## src/rtl/supv_pkg.sv

```systemverilog
package supv_pkg;
  typedef enum logic {
    WD_TIMEOUT = 1'b0,
    WD_WINDOW  = 1'b1
  } wd_mode_e;

  localparam int unsigned SYNC_DEPTH_DFLT = 2;
endpackage

```

## src/rtl/supv_sync.sv

```systemverilog
module supv_sync #(
  parameter int unsigned STAGES  = 2,
  parameter logic        RST_VAL = 1'b0
) (
  input  logic clk,
  input  logic rst_n,
  input  logic d_i,
  output logic q_o
);
  logic [STAGES-1:0] chain_q;

  for (genvar gi = 0; gi < STAGES; gi++) begin : g_stage
    if (gi == 0) begin : g_first
      always_ff @(posedge clk or negedge rst_n) begin
        if (!rst_n) chain_q[gi] <= RST_VAL;
        else        chain_q[gi] <= d_i;
      end
    end else begin : g_next
      always_ff @(posedge clk or negedge rst_n) begin
        if (!rst_n) chain_q[gi] <= RST_VAL;
        else        chain_q[gi] <= chain_q[gi-1];
      end
    end
  end

  assign q_o = chain_q[STAGES-1];
endmodule

```

## src/rtl/supv_wdog.sv

```systemverilog
module supv_wdog
  import supv_pkg::*;
#(
  parameter int unsigned CNT_W = 16
) (
  input  logic             clk,
  input  logic             rst_n,
  input  logic             run_i,
  input  logic             fall_i,
  input  logic             mode_i,
  input  logic             frac_i,
  input  logic [CNT_W-1:0] tmo_i,
  output logic [CNT_W-1:0] cnt_o,
  output logic             fault_o,
  output logic             good_o
);
  localparam logic [CNT_W-1:0] ONE = {{(CNT_W-1){1'b0}}, 1'b1};

  // length of the closed window in cycles
  function automatic logic [CNT_W-1:0] closed_len(input logic [CNT_W-1:0] p,
                                                  input logic sel);
    if (sel) closed_len = p - (p >> 2);
    else     closed_len = p >> 1;
  endfunction

  logic [CNT_W-1:0] cnt_q;
  logic             enabled;
  logic             late_ev;
  logic             early_ev;

  always_comb begin
    enabled  = run_i && (tmo_i != '0);
    late_ev  = enabled && !fall_i && (cnt_q >= (tmo_i - ONE));
    early_ev = enabled && fall_i && (mode_i == WD_WINDOW) &&
               (cnt_q < closed_len(tmo_i, frac_i));
  end

  always_ff @(posedge clk or negedge rst_n) begin
    if (!rst_n)                           cnt_q <= '0;
    else if (!enabled || fall_i || late_ev) cnt_q <= '0;
    else                                  cnt_q <= cnt_q + ONE;
  end

  assign cnt_o   = cnt_q;
  assign fault_o = late_ev || early_ev;
  assign good_o  = enabled && fall_i && !early_ev;
endmodule

```

## src/rtl/supv_rst_hold.sv

```systemverilog
module supv_rst_hold #(
  parameter int unsigned CNT_W = 16
) (
  input  logic             clk,
  input  logic             rst_n,
  input  logic             supply_ok_i,
  input  logic             fault_i,
  input  logic [CNT_W-1:0] hold_i,
  output logic             rst_act_o
);
  localparam logic [CNT_W-1:0] ONE = {{(CNT_W-1){1'b0}}, 1'b1};

  // last count value of a pulse; a zero hold still gives one cycle
  function automatic logic [CNT_W-1:0] hold_last(input logic [CNT_W-1:0] h);
    if (h == '0) hold_last = '0;
    else         hold_last = h - ONE;
  endfunction

  logic             act_q;
  logic [CNT_W-1:0] hcnt_q;

  always_ff @(posedge clk or negedge rst_n) begin
    if (!rst_n) begin
      act_q  <= 1'b1;
      hcnt_q <= '0;
    end else if (!supply_ok_i || fault_i) begin
      act_q  <= 1'b1;
      hcnt_q <= '0;
    end else if (act_q) begin
      if (hcnt_q >= hold_last(hold_i)) begin
        act_q  <= 1'b0;
        hcnt_q <= '0;
      end else begin
        hcnt_q <= hcnt_q + ONE;
      end
    end
  end

  assign rst_act_o = act_q;
endmodule

```

## src/rtl/supv_rst_wdog.sv

```systemverilog
module supv_rst_wdog
  import supv_pkg::*;
#(
  parameter int unsigned CNT_W       = 16,
  parameter int unsigned SYNC_STAGES = SYNC_DEPTH_DFLT
) (
  input  logic             clk,
  input  logic             rst_n,
  input  logic             supply_ok_i,
  input  logic             svc_i,
  input  logic             win_mode_i,
  input  logic             win_frac_i,
  input  logic [CNT_W-1:0] tmo_period_i,
  input  logic [CNT_W-1:0] hold_period_i,
  output logic             rst_out_n,
  output logic             fault_o,
  output logic             good_o
);
  // named internal events, visible to the bound checker
  logic             sup_s;
  logic             svc_s;
  logic             svc_d;
  logic             svc_fall;
  logic             rst_act;
  logic             wd_fault;
  logic             wd_good;
  logic [CNT_W-1:0] wd_cnt;
  logic             fault_q;
  logic             good_q;

  supv_sync #(.STAGES(SYNC_STAGES), .RST_VAL(1'b0)) u_sync_sup (
    .clk(clk), .rst_n(rst_n), .d_i(supply_ok_i), .q_o(sup_s)
  );

  supv_sync #(.STAGES(SYNC_STAGES), .RST_VAL(1'b0)) u_sync_svc (
    .clk(clk), .rst_n(rst_n), .d_i(svc_i), .q_o(svc_s)
  );

  always_ff @(posedge clk or negedge rst_n) begin
    if (!rst_n) svc_d <= 1'b0;
    else        svc_d <= svc_s;
  end

  assign svc_fall = svc_d && !svc_s;

  supv_wdog #(.CNT_W(CNT_W)) u_wdog (
    .clk     (clk),
    .rst_n   (rst_n),
    .run_i   (!rst_act),
    .fall_i  (svc_fall),
    .mode_i  (win_mode_i),
    .frac_i  (win_frac_i),
    .tmo_i   (tmo_period_i),
    .cnt_o   (wd_cnt),
    .fault_o (wd_fault),
    .good_o  (wd_good)
  );

  supv_rst_hold #(.CNT_W(CNT_W)) u_hold (
    .clk         (clk),
    .rst_n       (rst_n),
    .supply_ok_i (sup_s),
    .fault_i     (wd_fault),
    .hold_i      (hold_period_i),
    .rst_act_o   (rst_act)
  );

  always_ff @(posedge clk or negedge rst_n) begin
    if (!rst_n) begin
      fault_q <= 1'b0;
      good_q  <= 1'b0;
    end else begin
      fault_q <= wd_fault;
      good_q  <= wd_good;
    end
  end

  assign rst_out_n = !rst_act;
  assign fault_o   = fault_q;
  assign good_o    = good_q;
endmodule

```

## config.mk

```make
export PLATFORM = sky130hd
export DESIGN_NAME = supv_rst_wdog
export DESIGN_NICKNAME = d
export VERILOG_FILES = /design/src/rtl/supv_pkg.sv /design/src/rtl/supv_sync.sv /design/src/rtl/supv_wdog.sv /design/src/rtl/supv_rst_hold.sv /design/src/rtl/supv_rst_wdog.sv
export SDC_FILE = /design/constraint.sdc
export NUM_CORES = 1
export LEC_CHECK = 0
export CORE_UTILIZATION = 55
export CTS_BUF_LIST = sky130_fd_sc_hd__clkbuf_2
export DETAILED_ROUTE_END_ITERATION = 8
export GPL_TIMING_DRIVEN = 0
export PLACE_DENSITY = 0.81
export SLEW_MARGIN = 20
export SYNTH_ARGS = -nofsm -noshare
export SYNTH_HDL_FRONTEND = slang
export SYNTH_SLANG_ARGS = --single-unit
export TNS_END_PERCENT = 10
```

## constraint.sdc

```tcl
create_clock -name clk -period 2.4 [get_ports clk]
set_clock_uncertainty 0.15 [all_clocks]
set_input_delay 0.72 -clock clk [delete_from_list [all_inputs] [get_ports clk]]
set_output_delay 0.72 -clock clk [all_outputs]
set_load 0.005 [all_outputs]
```

# Word level (Yosys, flattened, before mapping)
# Index checks and enable logic that the tools add are counted.
# W data, S select, Z words.
# word_totals
regBits,40
out_inout_bits,3
elab_cells,50
# op_classes
n_addsub,5
order_cmp,3
n_mux,11
reduce_logical,21
# op_table
cell,count
$mux W16,8
$add A16 B1 Y16 const B,2
$ge A16 B16 Y1,2
$sub A16 B1 Y16 const B,2
$logic_not A16 Y1,1
$lt A16 B16 Y1,1
$reduce_bool A16 Y1,1
$sub A16 B14 Y16,1
$logic_and A1 B1 Y1,8
$logic_not A1 Y1,6
$logic_or A1 B1 Y1,4
$mux W1,3
$reduce_bool A2 Y1,1

# Longest topological paths before layout
# Gate-level depths: netlist (run 1).
# depth
ltp_word,12
depth_mapped,21
mapped_depth_nobuf,19

# Cells and area by module
# From an unflattened synthesis (run 1), not the netlist that was laid out.
# unflattened
hier_cells,520
hier_area_um2,4339.2
# modules_own_cells
mod,n_inst,cells_per_inst,area_each_um2,seq_area_each_um2
supv_wdog,1,312,2493.6,400.4
supv_rst_hold,1,199,1652.8,426.7
supv_sync,2,2,50.0,50.0
supv_rst_wdog,1,5,92.6,75.1

# Worst setup path after synthesis (run 1)
# Ideal clock, no wire load.
# synth_timing
path_kind,input to register
startpoint,input tmo_period_i[0]
endpoint,register u_hold.hcnt_q[11]
arrival_ns,4.024
setup_slack_ns,-1.907
stages,20
n_path_buf,2
cell_sequence,inv_1 ha_1 inv_1 fa_1 a21oi_1 o2111ai_1 a31o_1 a21oi_1 xnor2_1 mux2i_1 ha_1 a21oi_1 a21oi_1 a211o_1 a221oi_2 o21ai_2 buf_6 buf_6 o2111ai_2 o221ai_2
# synth_between
elab_chain_len,8
# synth_rtl
item,line_no,text
from (decl),supv_rst_wdog.sv:13,"input logic [CNT_W-1:0] tmo_period_i,"
branches (longest 5 deep; another with $sub A16 B14 Y16),-,
$logic_or A1 B1 Y1 (*),supv_wdog.sv:45,assign fault_o = late_ev || early_ev;
$logic_or A1 B1 Y1 (*),supv_rst_hold.sv:26,end else if (!supply_ok_i || fault_i) begin
$mux W16 or $reduce_bool A2 Y1 (tied branches),-,
to (signal assigned),supv_rst_hold.sv:34,hcnt_q <= hcnt_q + ONE;
to (decl),supv_rst_hold.sv:20,logic [CNT_W-1:0] hcnt_q;
# Mark *: on every way between the ends.
# A chain may end at the register's enable or synchronous reset.

# Final worst setup path (run 1)
# layout_timing
startpoint,input tmo_period_i[3]
endpoint,register u_hold.hcnt_q[7]
# The elaborated chain is that of the path after synthesis.

==> run metrics, run 1 <==
detailed-routing iteration count for the pre-antenna-repair pass=7; Critical Path Slowest Stage Cell=sky130_fd_sc_hd__or3_1; setup repair after global routing missed its margin=yes; drt drc=0; DP Wirelength=between 8000 and 9000 µm; count of input and output buffers=39; violations in the final reports=negative setup slack; fill cell total of the finished layout=between 500 and 600; final hold vios=0; Min Clock Period, post-route=between 4 and 5 ns; number of setup violations in the final report=35; relative slew slack=a little under three fifths; Static Leakage=2.52 nW; slew at the pin closest to its max-slew limit=0.658 ns; Final nets=730; Starting Density=approximately three fifths; max-capacitance violation count=0; cell count after synthesis=about 560; largest driver fanout on the critical path=4; min setup slack post-route=-1.82 ns; sequential share of the synthesized area=21.8%; Iter 0 DRT Violations=208; Routed WL per cell=about 16 µm; wire length of the first global-routing pass=~20000 µm; number of clock sinks seen by CTS=40; Die Y-Extent=about 93 µm; peak per-stage delay on the critical path=0.33 ns; DIE AREA=between 8000 and 9000 µm²; Yosys Warn Count=0; wl on met1=just under 5000 µm; count of unique library cells instantiated by Yosys=65; EDFF count, synth=0; routed wl met2=just over 6000 µm; largest net degree at the start of global routing=32; Inserted Diodes=0; top layer used by detailed routing=met4; GR Overflow Total=0; clock slew seen by the registers of the worst setup and hold paths=between 0.15 and 0.2 ns; critical path data required time=between 2 and 3 ns; flip-flop and latch count after synthesis=40; Max rail drop VDD=0.211 mV; Pwr Total=~1.9 mW; synthesized net count=between 600 and 700; final weighted congestion of routability-driven global placement=approximately 0.88; Final period util=176%; per-instance average area after synthesis=8.28 µm²; maximum buffer depth of the clock tree=2; netlist area before placement=4590 µm²; Most used DFF post-synth=sky130_fd_sc_hd__dfrtp_1; via-per-instance ratio=~6; root buf cell=sky130_fd_sc_hd__clkbuf_2; core area=~7900 µm²; critical-path cell list=buf_12, clkinv_8, ha_4, nor2b_4, o31a_1, o211ai_1, a21o_1, a21boi_2, or3_1, a31oi_2, ha_1, nand2_2, nor2_2, a211o_1, a221oi_4, o21ai_2, buf_4, o211ai_4, buf_6, o221ai_2; post-synthesis async set-or-reset flop share=100%; worst skew pair latency=0.42 ns; vias after detailed routing=~4.5k; metal3 WL=around 520 µm; total area of sequential cells=roughly 1000 µm²; FP Rows=32; clock tree from TritonCTS=built; horizontal extent of the die=~93 µm; remaining number of nets flagged by the antenna check after routing=0; P per Cell Area=319 nW/µm²; kind of cell adding the most delay to the critical path=compound AO/OA/AOI/OAI gates; Critical Path Source Type=input port; arrival time reported for the critical path endpoint=4.36 ns; synthesis-to-layout area growth=27.1%; hold slack final=0.226 ns; initial antenna violation count=0; critical path endpoint category=flop; gr usage total=28.3%; reg2reg setup slack=-0.40 ns; final count of pins violating max slew=0; number of global-route vias before repair=~4.3k; count of pins on the block boundary=between 40 and 50; clock buffer count from CTS=5; run status=complete, but fails checks; area used by multi-input combinational logic=approximately 3700 µm²; H-tree depth=2; Crit Path Category=input port to flop; count of buffering cells on the critical path with inverters included=4; total wire length after detailed routing=12000 µm; ratio of cells with drive above 1 in the final layout=roughly 22%; hold crit path type=flop to flop; Fmax=~240 MHz
-- power by group --
group / switching, mW / leakage (nW) / internal, mW / total [mW]
Sequential: 0.00605 / 0.541 / 0.683 / 0.689
Combinational: 0.352 / 1.92 / 0.307 / 0.659
Clock: 0.229 / 0.0532 / 0.285 / 0.514
-- registers in the layout, summed over array words and instances, names as in the netlist --
signal / count
u_hold.rst_act_o: 1
u_sync_sup.chain_q: 1
svc_d: 1
good_o: 1
u_sync_svc.chain_q: 1
fault_o: 1
u_wdog.cnt_o: 16
u_hold.hcnt_q: 16
u_sync_sup.q_o: 1
u_sync_svc.q_o: 1
-- logic make-up after synthesis --
logic type / synth area share (%)
simple gates: 23.0
fa+ha+maj: 18.1
xor+xnor: 8.77
compound gates: 20.3
mux: 2.18
flops: 21.8
buf+inv: 5.83
-- layout make-up --
cell class                      instances  share of cell area, %
Sequential cell                        40                   17.2
Timing Repair Buffer                   66                   10.8
Clock inverter                          2                   1.03
Tap cell                              102                   2.19
Clock buffer                            6                  0.514
Inverter                               40                   3.04
Multi-Input combinational cell        456                   63.0
Buffer                                 17                   2.29
-- synthesized netlist by cell type (all sizes together), types with 8 or more instances --
| cell type | count | area share (%) |
|---|---|---|
| nor4 | 11 | 2.0 |
| o221ai | 8 | 1.9 |
| nor2 | 55 | 4.5 |
| o2111ai | 17 | 3.7 |
| buf | 13 | 2.1 |
| o21ai | 14 | 1.7 |
| nand2 | 48 | 3.9 |
| a21oi | 23 | 2.5 |
| and3 | 10 | 1.4 |
| mux2i | 10 | 2.2 |
| o211ai | 12 | 2.6 |
| o21a | 8 | 1.3 |
| dfrtp | 39 | 21 |
| ha | 65 | 18 |
| xor2 | 17 | 3.2 |
| nor3 | 18 | 2.0 |
| nand3 | 39 | 4.2 |
| inv | 40 | 3.3 |
| xnor2 | 29 | 5.5 |
-- per-layer routing --
metal,vias to the layer above,GRT usage (%)
li1,2189,-
met1,2081,32.4
met2,146,52.4
met3,45,2.93
met4,0,13.2
met5,-,0
-- timing repair --
| item | 4_1_cts | 5_1_grt |
|---|---|---|
| hold endpoints to repair | 2 | 0 |
| gates cloned | 1 | 1 |
| gates resized for setup | 105 | 41 |
| pin swaps | 29 | 28 |
| setup buffers | 17 | 6 |
| hold buffers | 1 | 0 |
| endpoints found under the setup margin | 36 | 35 |
-- path summary, 6_finish.rpt --
check | startpoint | endpoint | depth (start not counted)
worst max-delay path | tmo_period_i[3] | u_hold.hcnt_q[7]$_DFFE_PN0P_ | 20
worst min-delay path | u_sync_svc.chain_q[0]$_DFF_PN0_ | u_sync_svc.q_o$_DFF_PN0_ | 0
worst max register to register | u_wdog.cnt_o[7]$_DFF_PN0_ | u_hold.hcnt_q[7]$_DFFE_PN0P_ | 10
worst min register to register | u_sync_svc.chain_q[0]$_DFF_PN0_ | u_sync_svc.q_o$_DFF_PN0_ | 0
max in group asynchronous | rst_n | u_hold.rst_act_o$_DFF_PN1_ | 3
min in group asynchronous | rst_n | u_hold.hcnt_q[0]$_DFFE_PN0P_ | 2
-- layout by cell type, fill, tap and decap left out, types with 10 or more instances in the layout --
| cell | netlist | final |
|---|---|---|
| sky130_fd_sc_hd__ha_1 | 65 | 56 |
| sky130_fd_sc_hd__nor2_1 | 55 | 52 |
| sky130_fd_sc_hd__nand2_1 | 48 | 46 |
| sky130_fd_sc_hd__dfrtp_1 | 39 | 39 |
| sky130_fd_sc_hd__nand3_1 | 39 | 37 |
| sky130_fd_sc_hd__inv_1 | 39 | 33 |
| sky130_fd_sc_hd__xnor2_1 | 29 | 29 |
| sky130_fd_sc_hd__buf_4 | 3 | 24 |
| sky130_fd_sc_hd__clkdlybuf4s50_1 | 0 | 22 |
| sky130_fd_sc_hd__a21oi_1 | 23 | 18 |
| sky130_fd_sc_hd__xor2_1 | 17 | 17 |
| sky130_fd_sc_hd__nor3_1 | 18 | 12 |
| sky130_fd_sc_hd__o2111ai_2 | 3 | 12 |
| sky130_fd_sc_hd__buf_6 | 4 | 11 |
| sky130_fd_sc_hd__mux2i_1 | 10 | 10 |
| sky130_fd_sc_hd__and3_1 | 10 | 10 |
| sky130_fd_sc_hd__clkbuf_2 | 0 | 10 |
-- stage by stage --
stage	area (µm²)	TNS [ns]	setup WS, ns	util [%]	std cells
2_1_floorplan	4630	-47.66	-1.78	-	555
3_3_place_gp	5150	-105.37	-2.83	65.2	696
3_5_place_dp	5160	-87.06	-2.92	65.4	697
4_1_cts	5650	-50.01	-1.78	71.6	722
5_1_grt	5840	-57.41	-1.93	74.0	729
6_report	5840	-50.95	-1.82	74.0	729
No activity file was read; power rests on OpenSTA's default activity.
==> inputs of run 2 (changes only) <==
--- a/config.mk
+++ b/config.mk
@@ -7,10 +7,11 @@
 export LEC_CHECK = 0
 export CORE_UTILIZATION = 55
 export CTS_BUF_LIST = sky130_fd_sc_hd__clkbuf_2
+export CTS_CLUSTER_SIZE = 30
 export DETAILED_ROUTE_END_ITERATION = 8
 export GPL_TIMING_DRIVEN = 0
 export PLACE_DENSITY = 0.81
-export SLEW_MARGIN = 20
+export SKIP_CTS_REPAIR_TIMING = 1
 export SYNTH_ARGS = -nofsm -noshare
 export SYNTH_HDL_FRONTEND = slang
 export SYNTH_SLANG_ARGS = --single-unit
==> run 2 against run 1 <==
Against the previous run:
- the flow still finishes with violations (negative setup slack)
- register-to-register slack improved by 0.08 ns
- wire length shrank 1.0%
- via count is essentially flat
- worst hold slack about the same
- total power fell by 13%
- first-iteration DRC count rose by 6.3%
- non-clock buffer count shrank 12
- combinational power fell by 5.3%
- count of clock-buffer cells in the layout fell by 1
- die area is the same
- critical endpoint is now u_hold.hcnt_q[5]$_DFFE_PN0P_
- largest power group unchanged
==> run metrics, run 2 (synthesized netlist as in run 1, its figures left out) <==
Starting Density=58.2% (unchanged); via-per-instance ratio=6.22 (+1.6%); critical path data required time=2.56 ns (+0.02 ns); Inserted Diodes=0 (unchanged); share of the core filled with cells in the final layout=71.6% (-2.4 points); largest driver fanout on the critical path=6 (+2); run status=complete, but fails checks; worst skew pair latency=0.41 ns (about the same); detailed-routing iteration count for the pre-antenna-repair pass=4 (-3); Iter 0 DRT Violations=221 (+6.3%); wire length of the first global-routing pass=18600 µm (-5.9%); final weighted congestion of routability-driven global placement=0.883 (unchanged); maximum buffer depth of the clock tree=2 (unchanged); non-filler cells, final=717 (-1.6%); P per Cell Area=286 nW/µm² (-10%); core area=7890 µm² (unchanged); gr usage total=26.5% (-1.8 points); capturing instance or port of the critical path=u_hold.hcnt_q[5]$_DFFE_PN0P_; setup repair after global routing missed its margin=yes; count of input and output buffers=39 (unchanged); post-place setup slack=-2.93 ns (-0.0140 ns); DP Wirelength=8750 µm (+0.81%); reg2reg setup slack=-0.32 ns (+0.08 ns); DP Area=5140 µm² (-0.39%); number of global-route vias before repair=4190 (-3.4%); R2R depth=10 (unchanged); max-capacitance violation count=0 (unchanged); startpoint of the worst-slack reg-to-reg timing path=u_wdog.cnt_o[7]$_DFF_PN0_; violations in the final reports=negative setup slack; min setup slack post-route=-1.93 ns (-0.103 ns); synthesis-to-layout area growth=23.0%; Final nets=718 (-1.6%); most frequent cells in the layout=57 x sky130_fd_sc_hd__ha_1, 53 x sky130_fd_sc_hd__nor2_1, 46 x sky130_fd_sc_hd__nand2_1, 39 x sky130_fd_sc_hd__dfrtp_1, 37 x sky130_fd_sc_hd__nand3_1; Max rail drop VDD=0.189 mV (-10%); GR Overflow Total=0 (unchanged); final count of pins violating max slew=0 (unchanged); total wire length after detailed routing=11900 µm (-1.0%); arrival time reported for the critical path endpoint=4.49 ns (+0.13 ns); slew at the pin closest to its max-slew limit=0.873 ns (+0.214 ns); largest net degree at the start of global routing=41 (+28%); clock slew seen by the registers of the worst setup and hold paths=0.22 ns (+0.03 ns); final hold vios=0 (unchanged); Final Instance Area=5650 µm² (-3.2%); initial antenna violation count=0 (unchanged); critical path endpoint category=flop; number of clock sinks seen by CTS=40 (unchanged); horizontal extent of the die=93.4 µm (unchanged); Static Leakage=2.47 nW (-2.1%); drt drc=0 (unchanged); hold crit path type=input port to async pin; Min Clock Period, post-route=4.33 ns (+0.103 ns); number of setup violations in the final report=35 (unchanged); clock buffer count from CTS=5 (unchanged); Die Y-Extent=93.4 µm (unchanged); Final period util=180% (+4.3 points); DIE AREA=8720 µm² (unchanged); relative slew slack=41.8% (-14 points); Critical Path Source Type=input port; vias after detailed routing=4458 (-0.067%); most frequent standard cell in the layout excluding fill and tap cells=sky130_fd_sc_hd__ha_1; FP Rows=32 (unchanged); reg-to-reg endpoint=u_hold.hcnt_q[5]$_DFFE_PN0P_; instance count after placement with tap cells included=696 (-0.14%); count of pins on the block boundary=41 (unchanged); first element of the critical path=tmo_period_i[3]; remaining number of nets flagged by the antenna check after routing=0 (unchanged); Fmax=231 MHz (-2.4%); Routed WL per cell=16.5 µm (+0.63%); root buf cell=sky130_fd_sc_hd__clkbuf_2; ratio of cells with drive above 1 in the final layout=17.7% (-4.1 points); Crit Path Category=input port to flop; clock tree from TritonCTS=built; H-tree depth=2 (unchanged)
run 2: changes by cell type in the layout (fill, tap and decap cells not counted), moves of 2 or more:
cell / before / now
sky130_fd_sc_hd__buf_6: 11 / 7
sky130_fd_sc_hd__dlymetal6s2s_1: 1 / 7
sky130_fd_sc_hd__bufinv_16: 2 / 0
sky130_fd_sc_hd__clkdlybuf4s50_1: 22 / 24
sky130_fd_sc_hd__nor3_1: 12 / 16
sky130_fd_sc_hd__buf_4: 24 / 15
sky130_fd_sc_hd__clkbuf_2: 10 / 8
sky130_fd_sc_hd__nor3_2: 6 / 2
sky130_fd_sc_hd__clkinvlp_4: 0 / 2
sky130_fd_sc_hd__clkdlybuf4s15_2: 2 / 0
sky130_fd_sc_hd__clkbuf_4: 1 / 3
sky130_fd_sc_hd__dlygate4sd2_1: 4 / 0
sky130_fd_sc_hd__buf_12: 4 / 2
run 2: layout make-up:
type | instances | area [µm²]
Multi-Input combinational cell | 456 | 3640
Clock buffer | 5 | 25.0
Fill cell | 575 | 2240
Inverter | 40 | 178
Sequential cell | 40 | 1000
Buffer | 17 | 133
Timing Repair Buffer | 54 | 528
Clock inverter | 3 | 18.8
Tap cell | 102 | 128
run 2: worst max-delay path: stages:
cell,delay [ns]
sky130_fd_sc_hd__buf_12,0.09
sky130_fd_sc_hd__clkinv_8,0.05
sky130_fd_sc_hd__ha_4,0.20
sky130_fd_sc_hd__nor2b_4,0.12
sky130_fd_sc_hd__o31a_1,0.33
sky130_fd_sc_hd__o211ai_1,0.26
sky130_fd_sc_hd__a21o_1,0.24
sky130_fd_sc_hd__a21boi_2,0.08
sky130_fd_sc_hd__or3_1,0.37
sky130_fd_sc_hd__a31oi_2,0.19
sky130_fd_sc_hd__ha_1,0.26
sky130_fd_sc_hd__nand2_2,0.11
sky130_fd_sc_hd__nor2_1,0.06
sky130_fd_sc_hd__a211o_1,0.32
sky130_fd_sc_hd__a221oi_4,0.31
sky130_fd_sc_hd__o21ai_4,0.11
sky130_fd_sc_hd__buf_6,0.18
sky130_fd_sc_hd__buf_4,0.14
sky130_fd_sc_hd__o2111ai_1,0.20
sky130_fd_sc_hd__o221ai_1,0.15
run 2: how the worst min path moves through the flow:
stage / start / end / slack, ns / depth (start not counted)
after floorplan: u_sync_sup.chain_q[0]$_DFF_PN0_ / u_sync_sup.q_o$_DFF_PN0_ / 0.18 / 0
after global placement: u_sync_svc.chain_q[0]$_DFF_PN0_ / u_sync_svc.q_o$_DFF_PN0_ / 0.18 / 0
after detailed placement: u_sync_svc.chain_q[0]$_DFF_PN0_ / u_sync_svc.q_o$_DFF_PN0_ / 0.18 / 0
after CTS: u_sync_svc.chain_q[0]$_DFF_PN0_ / u_sync_svc.q_o$_DFF_PN0_ / 0.23 / 0
after global routing: u_sync_svc.chain_q[0]$_DFF_PN0_ / u_sync_svc.q_o$_DFF_PN0_ / 0.24 / 0
final: rst_n / fault_o$_DFF_PN0_ / 0.23 / 1
run 2: stage by stage:
stage          hold WS, ns  TNS [ns]  power (mW)
4_1_cts              0.227    -72.21        1.53
6_report             0.225    -55.64        1.62
5_1_grt              0.241    -63.64        1.71
3_3_place_gp         0.184   -105.37        1.21
3_5_place_dp         0.185    -87.66        1.23
2_1_floorplan        0.181    -47.66        1.05
run 2: where the power goes:
part	leakage [nW]	switching, mW	internal [mW]
clock	0.0226	0.237	0.0673
sequential	0.541	0.00603	0.683
combinational	1.90	0.340	0.285
run 2: layer usage:
layer | routed length, µm | GRT usage [%] | vias up
li1 | - | - | 2162
met1 | 4950 | 31.3 | 2123
met2 | 6070 | 49.3 | 140
met3 | 476 | 1.95 | 33
met4 | 365 | 10.6 | 0
met5 | 0 | 0 | -
==> inputs of run 3 (changes only) <==
--- a/config.mk
+++ b/config.mk
@@ -5,6 +5,7 @@
 export SDC_FILE = /design/constraint.sdc
 export NUM_CORES = 1
 export LEC_CHECK = 0
+export CORE_ASPECT_RATIO = 1.75
 export CORE_UTILIZATION = 55
 export CTS_BUF_LIST = sky130_fd_sc_hd__clkbuf_2
 export CTS_CLUSTER_SIZE = 30
==> run 3 against run 2 <==
Against the previous run:
- the flow finishes with violations (design-rule violations, negative setup slack)
- worst hold slack gained 0.0051 ns
- highest routed layer unchanged
- die area up 0.16%
- setup slack improved by 0.042 ns
- global-route usage rose by 1.5 points
- sequential power about the same
- critical path type unchanged
- core utilization down 1.6 points
==> run metrics, run 3 (synthesized netlist as in run 1, its figures left out) <==
max-capacitance violation count=0 (unchanged); initial antenna violation count=1 (+1); P per Cell Area=286 nW/µm² (about the same); hold slack final=0.230 ns (+0.00512 ns); DIE AREA=8740 µm² (+0.16%); slew at the pin closest to its max-slew limit=0.862 ns (-0.0104 ns); synthesis-to-layout area growth=22.1%; largest net degree at the start of global routing=41 (unchanged); most frequent standard cell in the layout excluding fill and tap cells=sky130_fd_sc_hd__ha_1; most frequent cells in the layout=57 x sky130_fd_sc_hd__ha_1, 53 x sky130_fd_sc_hd__nor2_1, 46 x sky130_fd_sc_hd__nand2_1, 39 x sky130_fd_sc_hd__dfrtp_1, 37 x sky130_fd_sc_hd__nand3_1; min setup slack post-route=-1.88 ns (+0.0420 ns); via-per-instance ratio=6.29 (+1.2%); largest driver fanout on the critical path=5 (-1); count of input and output buffers=39 (unchanged); count of pins on the block boundary=41 (unchanged); critical path data required time=2.57 ns (about the same); number of global-route vias before repair=4414 (+5.3%); Fmax=233 MHz (+0.98%); vias after detailed routing=4436 (-0.49%); wire length of the first global-routing pass=19400 µm (+4.3%); Final nets=717 (-0.14%); ratio of cells with drive above 1 in the final layout=17.8% (+0.029 points); critical path endpoint category=flop; DP Wirelength=9310 µm (+6.4%); DP Area=5130 µm² (-0.29%); hold crit path type=input port to async pin; startpoint of the worst-slack reg-to-reg timing path=u_wdog.cnt_o[7]$_DFF_PN0_; final count of pins violating max slew=0 (unchanged); drt drc=4 (+4); Critical Path Source Type=input port; clock tree from TritonCTS=built; clock buffer count from CTS=5 (unchanged); remaining number of nets flagged by the antenna check after routing=0 (unchanged); non-filler cells, final=705 (-1.7%); gr usage total=28.0% (+1.5 points); instance count after placement with tap cells included=684 (-1.7%); reg2reg setup slack=-0.32 ns (about the same); final weighted congestion of routability-driven global placement=0.953 (+8.0%); FP Rows=43 (+34%); maximum buffer depth of the clock tree=2 (unchanged); relative slew slack=42.5% (+0.70 points); number of setup violations in the final report=35 (unchanged); Final period util=178% (-1.7 points); GR Overflow Total=0 (unchanged); core area=8020 µm² (+1.6%); setup repair after global routing missed its margin=yes; Final Instance Area=5610 µm² (-0.69%); root buf cell=sky130_fd_sc_hd__clkbuf_2; total wire length after detailed routing=12300 µm (+3.6%); clock slew seen by the registers of the worst setup and hold paths=0.19 ns (-0.03 ns); worst skew pair latency=0.42 ns (about the same); run status=complete, but fails checks; horizontal extent of the die=71.1 µm (-24%); number of clock sinks seen by CTS=40 (unchanged); Max rail drop VDD=0.169 mV (-11%); Iter 0 DRT Violations=299 (+35%); reg-to-reg endpoint=u_hold.hcnt_q[12]$_DFFE_PN0P_; detailed-routing iteration count for the pre-antenna-repair pass=6 (+2); final hold vios=0 (unchanged); Min Clock Period, post-route=4.28 ns (-0.0420 ns); arrival time reported for the critical path endpoint=4.45 ns (-0.04 ns); H-tree depth=2 (unchanged); R2R depth=10 (unchanged); Crit Path Category=input port to flop; Routed WL per cell=17.4 µm (+5.4%); violations in the final reports=design-rule violations, negative setup slack; Static Leakage=2.46 nW (-0.21%); Die Y-Extent=123 µm (+32%); Starting Density=57.3% (-0.94 points)
run 3: stage by stage:
step	TNS, ns	setup WS [ns]	total power, mW	utilization, %
6_report	-55.72	-1.88	1.61	70.0
4_1_cts	-74.10	-2.58	1.52	64.4
5_1_grt	-63.07	-2.04	1.70	70.0
3_3_place_gp	-105.21	-2.88	1.21	64.0
2_1_floorplan	-47.66	-1.78	1.05	-
3_5_place_dp	-89.34	-3.00	1.23	63.9
run 3: cell type report:
type | instances | area [µm²]
Clock inverter | 3 | 13.8
Multi-Input combinational cell | 456 | 3650
Fill cell | 612 | 2410
Timing Repair Buffer | 53 | 500
Clock buffer | 5 | 25.0
Sequential cell | 40 | 1000
Inverter | 40 | 175
Buffer | 17 | 131
Tap cell | 90 | 113
Antenna cell | 1 | 2.50
run 3: worst max-delay path by stage:
stage,from,to,slack (ns),cells after the start
finish,tmo_period_i[3],u_hold.hcnt_q[12]$_DFFE_PN0P_,-1.88,20
global route,tmo_period_i[3],u_hold.hcnt_q[12]$_DFFE_PN0P_,-2.04,20
CTS,tmo_period_i[2],u_hold.hcnt_q[12]$_DFFE_PN0P_,-2.58,20
detailed placement,tmo_period_i[2],u_hold.hcnt_q[12]$_DFFE_PN0P_,-3.00,20
global placement,tmo_period_i[2],u_hold.hcnt_q[10]$_DFFE_PN0P_,-2.88,20
floorplan,tmo_period_i[0],u_hold.hcnt_q[11]$_DFFE_PN0P_,-1.78,20
run 3: worst max-delay path, stage by stage:
cell                       delay (ns)
sky130_fd_sc_hd__buf_12          0.10
sky130_fd_sc_hd__clkinv_8        0.05
sky130_fd_sc_hd__ha_4            0.20
sky130_fd_sc_hd__nor2b_4         0.12
sky130_fd_sc_hd__o31a_1          0.31
sky130_fd_sc_hd__o211ai_1        0.29
sky130_fd_sc_hd__a21o_1          0.25
sky130_fd_sc_hd__buf_4           0.13
sky130_fd_sc_hd__a21oi_2         0.06
sky130_fd_sc_hd__or4_1           0.47
sky130_fd_sc_hd__a31oi_1         0.22
sky130_fd_sc_hd__ha_1            0.27
sky130_fd_sc_hd__nand3_2         0.13
sky130_fd_sc_hd__inv_1           0.07
sky130_fd_sc_hd__a221oi_2        0.30
sky130_fd_sc_hd__o21ai_2         0.14
sky130_fd_sc_hd__buf_6           0.18
sky130_fd_sc_hd__o21ai_4         0.18
sky130_fd_sc_hd__buf_6           0.16
sky130_fd_sc_hd__o221ai_2        0.10
run 3: report_power, final:
| part | internal (mW) | switching (mW) |
|---|---|---|
| clock network | 0.0652 | 0.226 |
| registers | 0.683 | 0.00652 |
| logic | 0.284 | 0.341 |
run 3: metal layers:
layer | vias to the layer above | wire length, µm | GRT usage (%)
met1 | 2118 | 4390 | 26.6
met4 | 0 | 644 | 20.0
li1 | 2158 | - | -
met3 | 49 | 272 | 1.79
met5 | - | 0 | 0
met2 | 111 | 6980 | 55.3
